### src/rtl/xing_pkg.sv
package xing_pkg;

    // One bit of state: which road holds green.
    typedef enum logic [0:0] {
        PH_NS_GO = 1'b0,
        PH_EW_GO = 1'b1
    } phase_t;

    // Bit positions in the detector vector.
    localparam int ROAD_NS = 0;
    localparam int ROAD_EW = 1;
    localparam int ROADS   = 2;

endpackage

### src/rtl/xing_sync.sv
module xing_sync #(
    parameter int WIDTH  = 2,
    parameter int STAGES = 2
) (
    input  logic             clk,
    input  logic             rst,
    input  logic [WIDTH-1:0] d_i,
    output logic [WIDTH-1:0] q_o
);

    logic [WIDTH-1:0] stage_q [STAGES];

    genvar s;
    generate
        for (s = 0; s < STAGES; s++) begin : g_stage
            if (s == 0) begin : g_first
                always_ff @(posedge clk) begin
                    if (rst) stage_q[s] <= '0;
                    else     stage_q[s] <= d_i;
                end
            end else begin : g_next
                always_ff @(posedge clk) begin
                    if (rst) stage_q[s] <= '0;
                    else     stage_q[s] <= stage_q[s-1];
                end
            end
        end
    endgenerate

    assign q_o = stage_q[STAGES-1];


    sync_delay_chk: assert property (@(posedge clk) disable iff (rst)
        !$past(rst) |-> (stage_q[0] == $past(d_i)));

endmodule

### src/rtl/xing_tick.sv
module xing_tick #(
    parameter int CLK_PER_SEC  = 125_000_000,
    parameter int INTERVAL_SEC = 30
) (
    input  logic clk,
    input  logic rst,
    output logic strobe_o
);

    localparam int PW = (CLK_PER_SEC  > 1) ? $clog2(CLK_PER_SEC)  : 1;
    localparam int IW = (INTERVAL_SEC > 1) ? $clog2(INTERVAL_SEC) : 1;
    localparam logic [PW-1:0] PRE_LAST = PW'(CLK_PER_SEC - 1);
    localparam logic [IW-1:0] IVL_LAST = IW'(INTERVAL_SEC - 1);

    logic [PW-1:0] pre_q;
    logic [IW-1:0] ivl_q;
    logic          sec_end;

    assign sec_end = (pre_q == PRE_LAST);

    // Counts clock cycles within one second.
    always_ff @(posedge clk) begin
        if (rst)          pre_q <= '0;
        else if (sec_end) pre_q <= '0;
        else              pre_q <= pre_q + 1'b1;
    end

    // Counts seconds within one interval.
    always_ff @(posedge clk) begin
        if (rst) begin
            ivl_q <= '0;
        end else if (sec_end) begin
            if (ivl_q == IVL_LAST) ivl_q <= '0;
            else                   ivl_q <= ivl_q + 1'b1;
        end
    end

    assign strobe_o = sec_end && (ivl_q == IVL_LAST);


    tick_clear_chk: assert property (@(posedge clk)
        rst |=> (pre_q == '0 && ivl_q == '0));


    tick_wrap_chk: assert property (@(posedge clk) disable iff (rst)
        strobe_o |=> (pre_q == '0 && ivl_q == '0));

endmodule

### src/rtl/xing_fsm.sv
module xing_fsm
    import xing_pkg::*;
(
    input  logic clk,
    input  logic rst,
    input  logic strobe_i,
    input  logic car_ns_i,
    input  logic car_ew_i,
    output logic ns_green_o,
    output logic ew_green_o
);

    phase_t state_q;
    phase_t state_d;

    // State register.
    always_ff @(posedge clk) begin
        if (rst) state_q <= PH_NS_GO;
        else     state_q <= state_d;
    end

    // Transitions T_GIVE_EW and T_GIVE_NS.
    always_comb begin
        state_d = state_q;
        unique case (state_q)
            PH_NS_GO: if (strobe_i && car_ew_i) state_d = PH_EW_GO;
            PH_EW_GO: if (strobe_i && car_ns_i) state_d = PH_NS_GO;
            default:  state_d = PH_NS_GO;
        endcase
    end

    // Output decode.
    always_comb begin
        ns_green_o = 1'b0;
        ew_green_o = 1'b0;
        unique case (state_q)
            PH_NS_GO: ns_green_o = 1'b1;
            PH_EW_GO: ew_green_o = 1'b1;
            default:  ns_green_o = 1'b1;
        endcase
    end


    reset_phase_chk: assert property (@(posedge clk)
        rst |=> (state_q == PH_NS_GO));


    hold_between_chk: assert property (@(posedge clk) disable iff (rst)
        !strobe_i |=> $stable(state_q));


    give_ew_chk: assert property (@(posedge clk) disable iff (rst)
        (state_q == PH_NS_GO && strobe_i && car_ew_i) |=> (state_q == PH_EW_GO));


    keep_ns_chk: assert property (@(posedge clk) disable iff (rst)
        (state_q == PH_NS_GO && !car_ew_i) |=> (state_q == PH_NS_GO));


    give_ns_chk: assert property (@(posedge clk) disable iff (rst)
        (state_q == PH_EW_GO && strobe_i && car_ns_i) |=> (state_q == PH_NS_GO));

endmodule

### src/rtl/xing_ctrl.sv
module xing_ctrl
    import xing_pkg::*;
#(
    parameter int CLK_PER_SEC  = 125_000_000,
    parameter int INTERVAL_SEC = 30,
    parameter int SYNC_STAGES  = 2
) (
    input  logic clk,
    input  logic rst,
    input  logic car_ns_i,
    input  logic car_ew_i,
    output logic ns_green_o,
    output logic ns_red_o,
    output logic ew_green_o,
    output logic ew_red_o
);

    logic [ROADS-1:0] car_raw;
    logic [ROADS-1:0] car_sync;
    logic             strobe;
    logic             ns_go;
    logic             ew_go;

    assign car_raw[ROAD_NS] = car_ns_i;
    assign car_raw[ROAD_EW] = car_ew_i;

    xing_sync #(
        .WIDTH  (ROADS),
        .STAGES (SYNC_STAGES)
    ) u_sync (
        .clk (clk),
        .rst (rst),
        .d_i (car_raw),
        .q_o (car_sync)
    );

    xing_tick #(
        .CLK_PER_SEC  (CLK_PER_SEC),
        .INTERVAL_SEC (INTERVAL_SEC)
    ) u_tick (
        .clk      (clk),
        .rst      (rst),
        .strobe_o (strobe)
    );

    xing_fsm u_fsm (
        .clk        (clk),
        .rst        (rst),
        .strobe_i   (strobe),
        .car_ns_i   (car_sync[ROAD_NS]),
        .car_ew_i   (car_sync[ROAD_EW]),
        .ns_green_o (ns_go),
        .ew_green_o (ew_go)
    );

    assign ns_green_o = ns_go;
    assign ew_green_o = ew_go;
    assign ns_red_o   = ~ns_go;
    assign ew_red_o   = ~ew_go;


    one_green_chk: assert property (@(posedge clk) disable iff (rst)
        $countones({ns_green_o, ew_green_o}) == 1);


    red_inverse_chk: assert property (@(posedge clk) disable iff (rst)
        (ns_red_o != ns_green_o) && (ew_red_o != ew_green_o));

endmodule

### config.mk
export PLATFORM = sky130hd
export DESIGN_NAME = xing_ctrl
export DESIGN_NICKNAME = d
export VERILOG_FILES = /design/src/rtl/xing_pkg.sv /design/src/rtl/xing_sync.sv /design/src/rtl/xing_tick.sv /design/src/rtl/xing_fsm.sv /design/src/rtl/xing_ctrl.sv
export SDC_FILE = /design/constraint.sdc
export NUM_CORES = 1
export LEC_CHECK = 0
export BUFFER_PORTS_ARGS = -buffer_cell sky130_fd_sc_hd__buf_4
export CAP_MARGIN = 15
export CORE_UTILIZATION = 64
export DETAILED_ROUTE_END_ITERATION = 10
export PLACE_DENSITY = 0.83
export SLEW_MARGIN = 20
export SYNTH_ARGS = -nofsm -noshare
export SYNTH_HDL_FRONTEND = slang
export SYNTH_HIERARCHICAL = 1
export SYNTH_SLANG_ARGS = --single-unit
### constraint.sdc
create_clock -name clk -period 3.9 [get_ports clk]
set_input_delay 0.585 -clock clk [delete_from_list [all_inputs] [get_ports clk]]
set_output_delay 0.585 -clock clk [all_outputs]
set_load 0.01 [all_outputs]
* After elaboration in Yosys (flattened, before gate mapping)
Memories as Yosys holds them, arrays and structs flattened.
Index checks and enable logic that the tools add are counted.
** Storage, ports and cells
- Register bits :: 33
- Bits in writable memories :: 4
- Input port bits :: 4
- Word-level logic and storage cells :: 27
- Memories kept :: 1
** Memories
- u_sync.stage_q :: words 2, width 2, rd ports 2, clocked after Yosys merged registers in 0, wr ports 2, line xing_sync.sv:11 : logic [WIDTH-1:0] stage_q [STAGES];
** Cells by class
- Add/subtract/negate cells :: 2
- Equality and inequality tests :: 2
- Multiplexer cells :: 11
- Bitwise gates (word level) :: 4
- Reduce and logical (&&, ||, !) cells :: 4
** Operators by type and width (count)
- 27-bit by 1-bit adder with 27-bit output, second input constant :: 1
- 27-bit equality test, second input constant :: 1
- 1-bit 2-to-1 mux :: 7
- 5-bit by 1-bit adder with 5-bit output, second input constant :: 1
- 5-bit equality test, second input constant :: 1
- 5-bit 2-to-1 mux :: 1
- 2-bit 2-to-1 mux :: 2
- 1-bit logical AND :: 3
- 1-bit inverter :: 2
- 1-bit bitwise OR :: 2
- 1-bit one-hot mux with 2 select lines :: 1
- 2-bit OR reduction :: 1

* Logic depth before layout (Yosys ltp)
Gate-level depths: netlist (run 1).
- Word-level depth :: 5
- Mapped depth :: 8
- Mapped depth without buffers :: 7

* Cells and area by module
Netlist (run 1), hierarchy kept.
** By module, submodules not included
- xing_tick :: times used 1, cells an instance 187, area an instance 1579.0 um^2, sequential area each 640.6 um^2
- xing_sync :: times used 1, cells an instance 8, area an instance 105.1 um^2, sequential area each 80.1 um^2
- xing_fsm :: times used 1, cells an instance 5, area an instance 50.0 um^2, sequential area each 20.0 um^2
- xing_ctrl :: times used 1, cells an instance 2, area an instance 7.5 um^2, sequential area each 0.0 um^2

* Worst setup path after synthesis (run 1)
OpenSTA, ideal clock, no wires.
- Path type :: reg2reg
- Start :: register u_tick.pre_q[13]
- End :: register u_tick.pre_q[21]
- Library setup time :: 0.125 ns
- Arrival time :: 1.865 ns
- Required time :: 3.775 ns
- Path slack :: 1.910 ns
- Stages on the path, launching flop included :: 7
- Path buffers :: 2
- Cells stage by stage :: dfxtp_1 > or4_1 > or4_4 > buf_6 > o21bai_2 > buf_4 > a21oi_1
** Between the ends
- Longest elaborated chain between the ends :: 2
- Elaborated cells between the ends (all ways) :: 3
** Ends and longest elaborated chain
- start: declaration :: line xing_tick.sv:15 : logic [PW-1:0] pre_q;
- start signal: assignment :: line xing_tick.sv:25 : else pre_q <= pre_q + 1'b1;
- parallel branches: the longest is 2 deep, another holds 27-bit by 1-bit adder with 27-bit output
Parallel ways; which one is timed is not known.
A chain may end at the register's enable or synchronous reset.

* Worst setup path after layout (run 1)
- Start :: register u_tick.pre_q[13]
- End :: register u_tick.pre_q[14]
The elaborated chain is that of the path after synthesis.

==> impl_results.md, run 1 <==
* CTS sink cnt at 37
* Io pins at 8
* Slew headroom at 0.298
* Crit-path slowest cell: o21bai_2
* Post-Route WL at 3.29 mm
* Netlist cell types at 33
* Average wire per standard cell at 13.8 um
* Startpoint Class: register
* Slew Limit Fails at 0
* Largest net degree at the start of global routing at 27
* Layout area overhead at 8.26%
* DP HPWL at 2.21 mm
* Initial Util at 0.690
* Setup bufs post-CTS at 0
* Post-CTS sizing at 0
* Final Cycle Share at 0.648
* RSZ-0062 raised after global routing: false
* CTS max path bufs at 2
* Post-synthesis cell count at 202
* Vias after detailed routing at 1,448
* Total Routing Usage GR at 0.246
* Clock-pin slew on the worst setup and hold paths at 0.12 ns
* Cell Area, Synth at 0.00174 sq mm
* Syn Nets at 209
* Die area at slightly below 0.003 sq mm
* Filler Cell Count at approximately 210
* Worst setup EP type: register
* FF+latch count, synth at 37
* CTS tree: done
* 1st-iter DRT viols at 35
* Leading cell types in the layout, fill and taps excluded: dfxtp_1, nor2_1, or4_1, a21oi_1
* Initial antenna violation count at 0
* Outcome: complete, no violations
* Max incr delay on CP at 0.83 ns
* Crit path max fanout at 26
* Cell Area, Placed at around 0.0018 sq mm
* WS Path Type: register to register
* DR pass1 iterations at 4
* Port bufs at 7
* Drc violations at 0
* Antenna diodes at 0
* Num rows at 18
* Setup TNS at 0 ns
* ANT nets after route at 0
* Number of buffers created by CTS at 5
* Fin crit period at 2.53 ns
* Most common cell after layout, fill and taps aside: dfxtp_1
* GRT Residual Overflow at 0
* Worst path arrival time at 2.72 ns
* Vias in the first global route at 1,147
* Floorplan die width at 54.2 um
* Lkg Pwr at around 0.58 nW
* Nets@finish at 214
* Ys Warns at 6
* # Max-Cap Violations at 0
* Peak VDD IR at 0.000359 V
* Core area at 0.00252 sq mm
* Place WS at between 1 and 1.5 ns
* Min setup slack post-route at about 1.4 ns
* Share of layout cells above drive strength 1 at 0.0865
* Post-Route Skew at about 0.014 ns
* Die height at 54.2 um
* Design area at 0.00189 sq mm
* Final setup fails at 0
* Worst hold path type: input port to register
* H-Tree Depth at 2
* Root Buffer: clkbuf_4
* GPL Wtd Cong at 0.843
* Overall Power at 733 uW
* Pwr dens at 389 mW/mm^2
* Routed vias/inst at 6.08
* Worst slew pin tran at 1.05 ns
* Post-synthesis area per instance at 8.62 sq um
* F_max at about 400 MHz
* Final hold vios at 0
* CP Cell Sequence: or4_1, or4_4, o21bai_2, nor2_1
* Skew-Pair Late Insertion Delay at 0.35 ns
* Register area share after synthesis at 0.425
* Critical Path RT at between 4 and 5 ns
* First-pass GRT wire length at 5.13 mm
* CTS Hold Bufs at 0
## state kept, by name, indices dropped and copies added (netlist names)
| name | count |
|---|---|
| u_fsm/state_q | 1 |
| u_sync/stage_q | 4 |
| u_tick/ivl_q | 5 |
| u_tick/pre_q | 27 |
## metal layers
metal	GRT usage	part of all wire	vias to the layer above
met3	0.0593	0.025	4
met4	0.103	0.012	0
met5	0	0	-
li1	-	-	755
met1	0.322	0.49	670
met2	0.384	0.47	19
## report_power, final
part	internal (mW)	switching [mW]	total, mW
clock network	0.198	0.131	0.329
logic	0.00668	0.00959	0.0163
registers	0.383	0.00439	0.388
total	0.588	0.145	0.733
## cell usage after synthesis
cell,count,area share
nand4_1,7,0.025
a21oi_2,1,0.0050
o211ai_1,1,0.0043
buf_4,2,0.0086
dfxtp_1,37,0.43
xor2_1,2,0.010
ha_1,3,0.022
nor3_1,5,0.014
nor2b_1,4,0.014
nor4bb_1,1,0.0057
a31oi_1,1,0.0036
a22oi_1,1,0.0043
o21ai_0,6,0.017
nand3_1,12,0.034
o31ai_1,12,0.052
nand3b_1,1,0.0043
and3_1,2,0.0072
or4_4,1,0.0065
or4_1,16,0.069
xnor2_1,11,0.055
or3_1,6,0.022
o21bai_2,1,0.0065
buf_6,1,0.0065
nor2_1,18,0.039
a21bo_1,1,0.0057
nor4_1,3,0.011
nand2_1,8,0.017
and4_1,2,0.010
and2_1,2,0.0072
clkbuf_1,6,0.013
a21oi_1,16,0.046
inv_1,11,0.024
nand4b_1,1,0.0050
## layout make-up
cell class              instances  area (sq um)  area share
inverters                      11          41.3      0.0219
well taps                      30          37.5      0.0199
flip-flops and latches         37           741       0.393
repair buffers                  7          52.6      0.0279
multi-input cells             145           911       0.483
clock buffers                   5          37.5      0.0199
clock inverters                 3          65.1      0.0345
## worst paths after layout
check	start	to	slack (ns)	cells after the start
setup / recovery	u_tick/pre_q[13]	u_tick/pre_q[14]	1.37	4
hold / removal	car_ns_i	u_sync/stage_q[0][0]	0.44	2
setup reg to reg	u_tick/pre_q[13]	u_tick/pre_q[14]	1.37	4
hold reg to reg	u_sync/stage_q[0][0]	u_sync/stage_q[1][0]	0.45	1
## through the flow
step	std cells	hold slack, ns	util
final	238	0.435	0.748
after global routing	238	0.421	0.748
after CTS	238	0.430	0.748
after detailed placement	230	0.429	0.707
after floorplan	202	0.414	-
after global placement	230	0.416	0.707
## cell families (layout without fill, tap and decap cells)
family / Yosys count / after routing / synth area share
and+or+nand+nor: 89 / 89 / 0.292
DFF: 37 / 37 / 0.425
xor gates and xnor gates: 13 / 13 / 0.0654
adders and majority gates: 3 / 3 / 0.0216
buffers and inverters: 20 / 26 / 0.0517
AOI/OAI and AO/OA: 40 / 40 / 0.144
## worst max-delay path: cells and delay by family, from the launching register on
kind | cells | cell delay, ns
AOI/OAI and AO/OA | 1 | 0.83
and+or+nand+nor | 3 | 1.18
DFF | 1 | 0.37
No activity file was read; power rests on OpenSTA's default activity.
==> run 2, diff against run 1 <==
--- a/config.mk
+++ b/config.mk
@@ -7,9 +7,9 @@
 export LEC_CHECK = 0
 export BUFFER_PORTS_ARGS = -buffer_cell sky130_fd_sc_hd__buf_4
 export CAP_MARGIN = 15
-export CORE_UTILIZATION = 64
+export CORE_UTILIZATION = 54
 export DETAILED_ROUTE_END_ITERATION = 10
-export PLACE_DENSITY = 0.83
+export PLACE_DENSITY = 0.75
 export SLEW_MARGIN = 20
 export SYNTH_ARGS = -nofsm -noshare
 export SYNTH_HDL_FRONTEND = slang
==> constraint.sdc (replaced) <==
create_clock -name clk -period 2 [get_ports clk]
set_input_delay 0.3 -clock clk [delete_from_list [all_inputs] [get_ports clk]]
set_output_delay 0.3 -clock clk [all_outputs]
set_load 0.01 [all_outputs]
==> impl_results.md, run 2 (same netlist as run 1, synthesis figures left out) <==
* Outcome: finished with violations
* Failing checks: setup timing
* DR pass1 iterations at 4
* WS Path Type: register to register
* Antenna diodes at 0
* Number of buffers created by CTS at 5
* Leading cell types in the layout, fill and taps excluded: dfxtp_1, buf_4, or4_1
* CTS tree: done
* Overall Power at roughly 1.2 mW
* Pwr dens at between 500 and 600 mW/mm^2
* Cell Area, Placed at 0.00194 sq mm
* Final setup fails at 27
* ANT nets after route at 0
* CTS sink cnt at 37
* Fin cells at ~280
* Crit path from: u_tick/pre_q[13]
* Worst r2r src: u_tick/pre_q[13]
* Slew Limit Fails at 0
* Io pins at 8
* Routed vias/inst at 5.86
* Min-Delay Startpoint: car_ew_i
* Vias in the first global route at 1,474
* Drc violations at 0
* Initial antenna violation count at 0
* Top flop regs: u_tick/pre_q: 27 flops, u_tick/ivl_q: 5 flops, u_sync/stage_q: 4 flops
* Fin crit period at between 2 and 2.5 ns
* Clock-pin slew on the worst setup and hold paths at 0.11 ns
* Root Buffer: clkbuf_4
* Worst hold path type: input port to register
* Initial Util at 0.570
* Port bufs at 7
* Nets@finish at 237
* Worst slew pin tran at 0.397 ns
* Design area at 0.00213 sq mm
* Largest Register: u_tick/pre_q
* Vias after detailed routing at 1,612
* Floorplan die width at 58.8 um
* GPL Wtd Cong at 0.823
* Startpoint Class: register
* Die height at about 59 um
* Filler Cell Count at 255
* RSZ-0062 raised after global routing: true
* Skew-Pair Late Insertion Delay at 0.34 ns
* Num rows at 20
* Lkg Pwr at 0.667 nW
* GRT Residual Overflow at 0
* Largest net degree at the start of global routing at 23
* Core area at around 0.003 sq mm
* Final Cycle Share at 1.02
* Post-Route WL at 4.05 mm
* CTS max path bufs at 2
* First-pass GRT wire length at between 6 and 7 mm
* Worst path arrival time at 2.26 ns
* Crit path max fanout at 8
* Slew headroom at 0.735
* Max reg flops at 27
* Total Routing Usage GR at 0.244
* Min setup slack post-route at -0.0338 ns
* H-Tree Depth at 2
* Worst setup EP type: register
* Post-Route Skew at 0.0105 ns
* Placed insts at 262
* # Max-Cap Violations at 0
* Peak VDD IR at ~0.0005 V
* Most common cell after layout, fill and taps aside: dfxtp_1
* Critical Path RT at about 2.2 ns
* Die area at 0.00346 sq mm
* Final hold vios at 0
* F_max at 492 MHz
* Average wire per standard cell at 14.7 um
* Layout area overhead at 22.6%
* 1st-iter DRT viols at 96
* Share of layout cells above drive strength 1 at 0.255
* DP HPWL at 2.62 mm
==> run 2: per-stage QoR <==
| step | util | worst slack (ns) | setup TNS [ns] | hold slack, ns |
|---|---|---|---|---|
| 2_1_floorplan | - | 0.00994 | 0 | 0.362 |
| 3_3_place_gp | 0.634 | 0.0132 | 0 | 0.420 |
| 3_5_place_dp | 0.634 | -0.0542 | -0.0614 | 0.425 |
| 4_1_cts | 0.662 | -0.0448 | -0.809 | 0.148 |
| 5_1_grt | 0.699 | -0.0901 | -2.25 | 0.157 |
| 6_report | 0.699 | -0.0338 | -0.503 | 0.164 |
==> run 2: final timing paths <==
path | end | cells after the start | slack [ns]
worst max-delay path | u_tick/pre_q[26] | 6 | -0.03
worst min-delay path | u_sync/stage_q[0][1] | 2 | 0.16
worst max register to register | u_tick/pre_q[26] | 6 | -0.03
worst min register to register | u_sync/stage_q[1][1] | 1 | 0.45
==> run 2: power breakdown <==
group / total, mW / internal (mW) / switching, mW
clock: 0.377 / 0.140 / 0.236
combinational: 0.0525 / 0.0252 / 0.0273
sequential: 0.755 / 0.747 / 0.00827
total: 1.18 / 0.913 / 0.272
==> run 2: critical path, cell delays in order, from the launching register on <==
cell,delay (ns)
dfxtp_2,0.33
or4_1,0.51
or4_4,0.49
buf_6,0.15
o21bai_4,0.23
buf_6,0.17
a21oi_1,0.05
==> run 2: cell type report <==
type / count / area, sq um / area share
inverters: 11 / 41.3 / 0.0193
flip-flops and latches: 37 / 743 / 0.348
well taps: 44 / 55.1 / 0.0258
repair buffers: 30 / 248 / 0.116
clock buffers: 8 / 48.8 / 0.0229
multi-input cells: 145 / 998 / 0.468
==> run 2: timing repair <==
| action | in CTS | in global routing |
|---|---|---|
| pin swaps | 8 | 13 |
| setup endpoints to repair | 2 | 32 |
| setup buffers | 3 | 0 |
| hold buffers | 0 | 0 |
| gates cloned | 0 | 2 |
| resized for setup | 4 | 30 |
==> run 2: layer usage <==
| metal | vias up | share of wire | GRT usage |
|---|---|---|---|
| li1 | 798 | - | - |
| met1 | 775 | 0.44 | 0.293 |
| met2 | 32 | 0.51 | 0.425 |
| met3 | 7 | 0.036 | 0.0659 |
| met4 | 0 | 0.018 | 0.0714 |
| met5 | - | 0 | 0 |
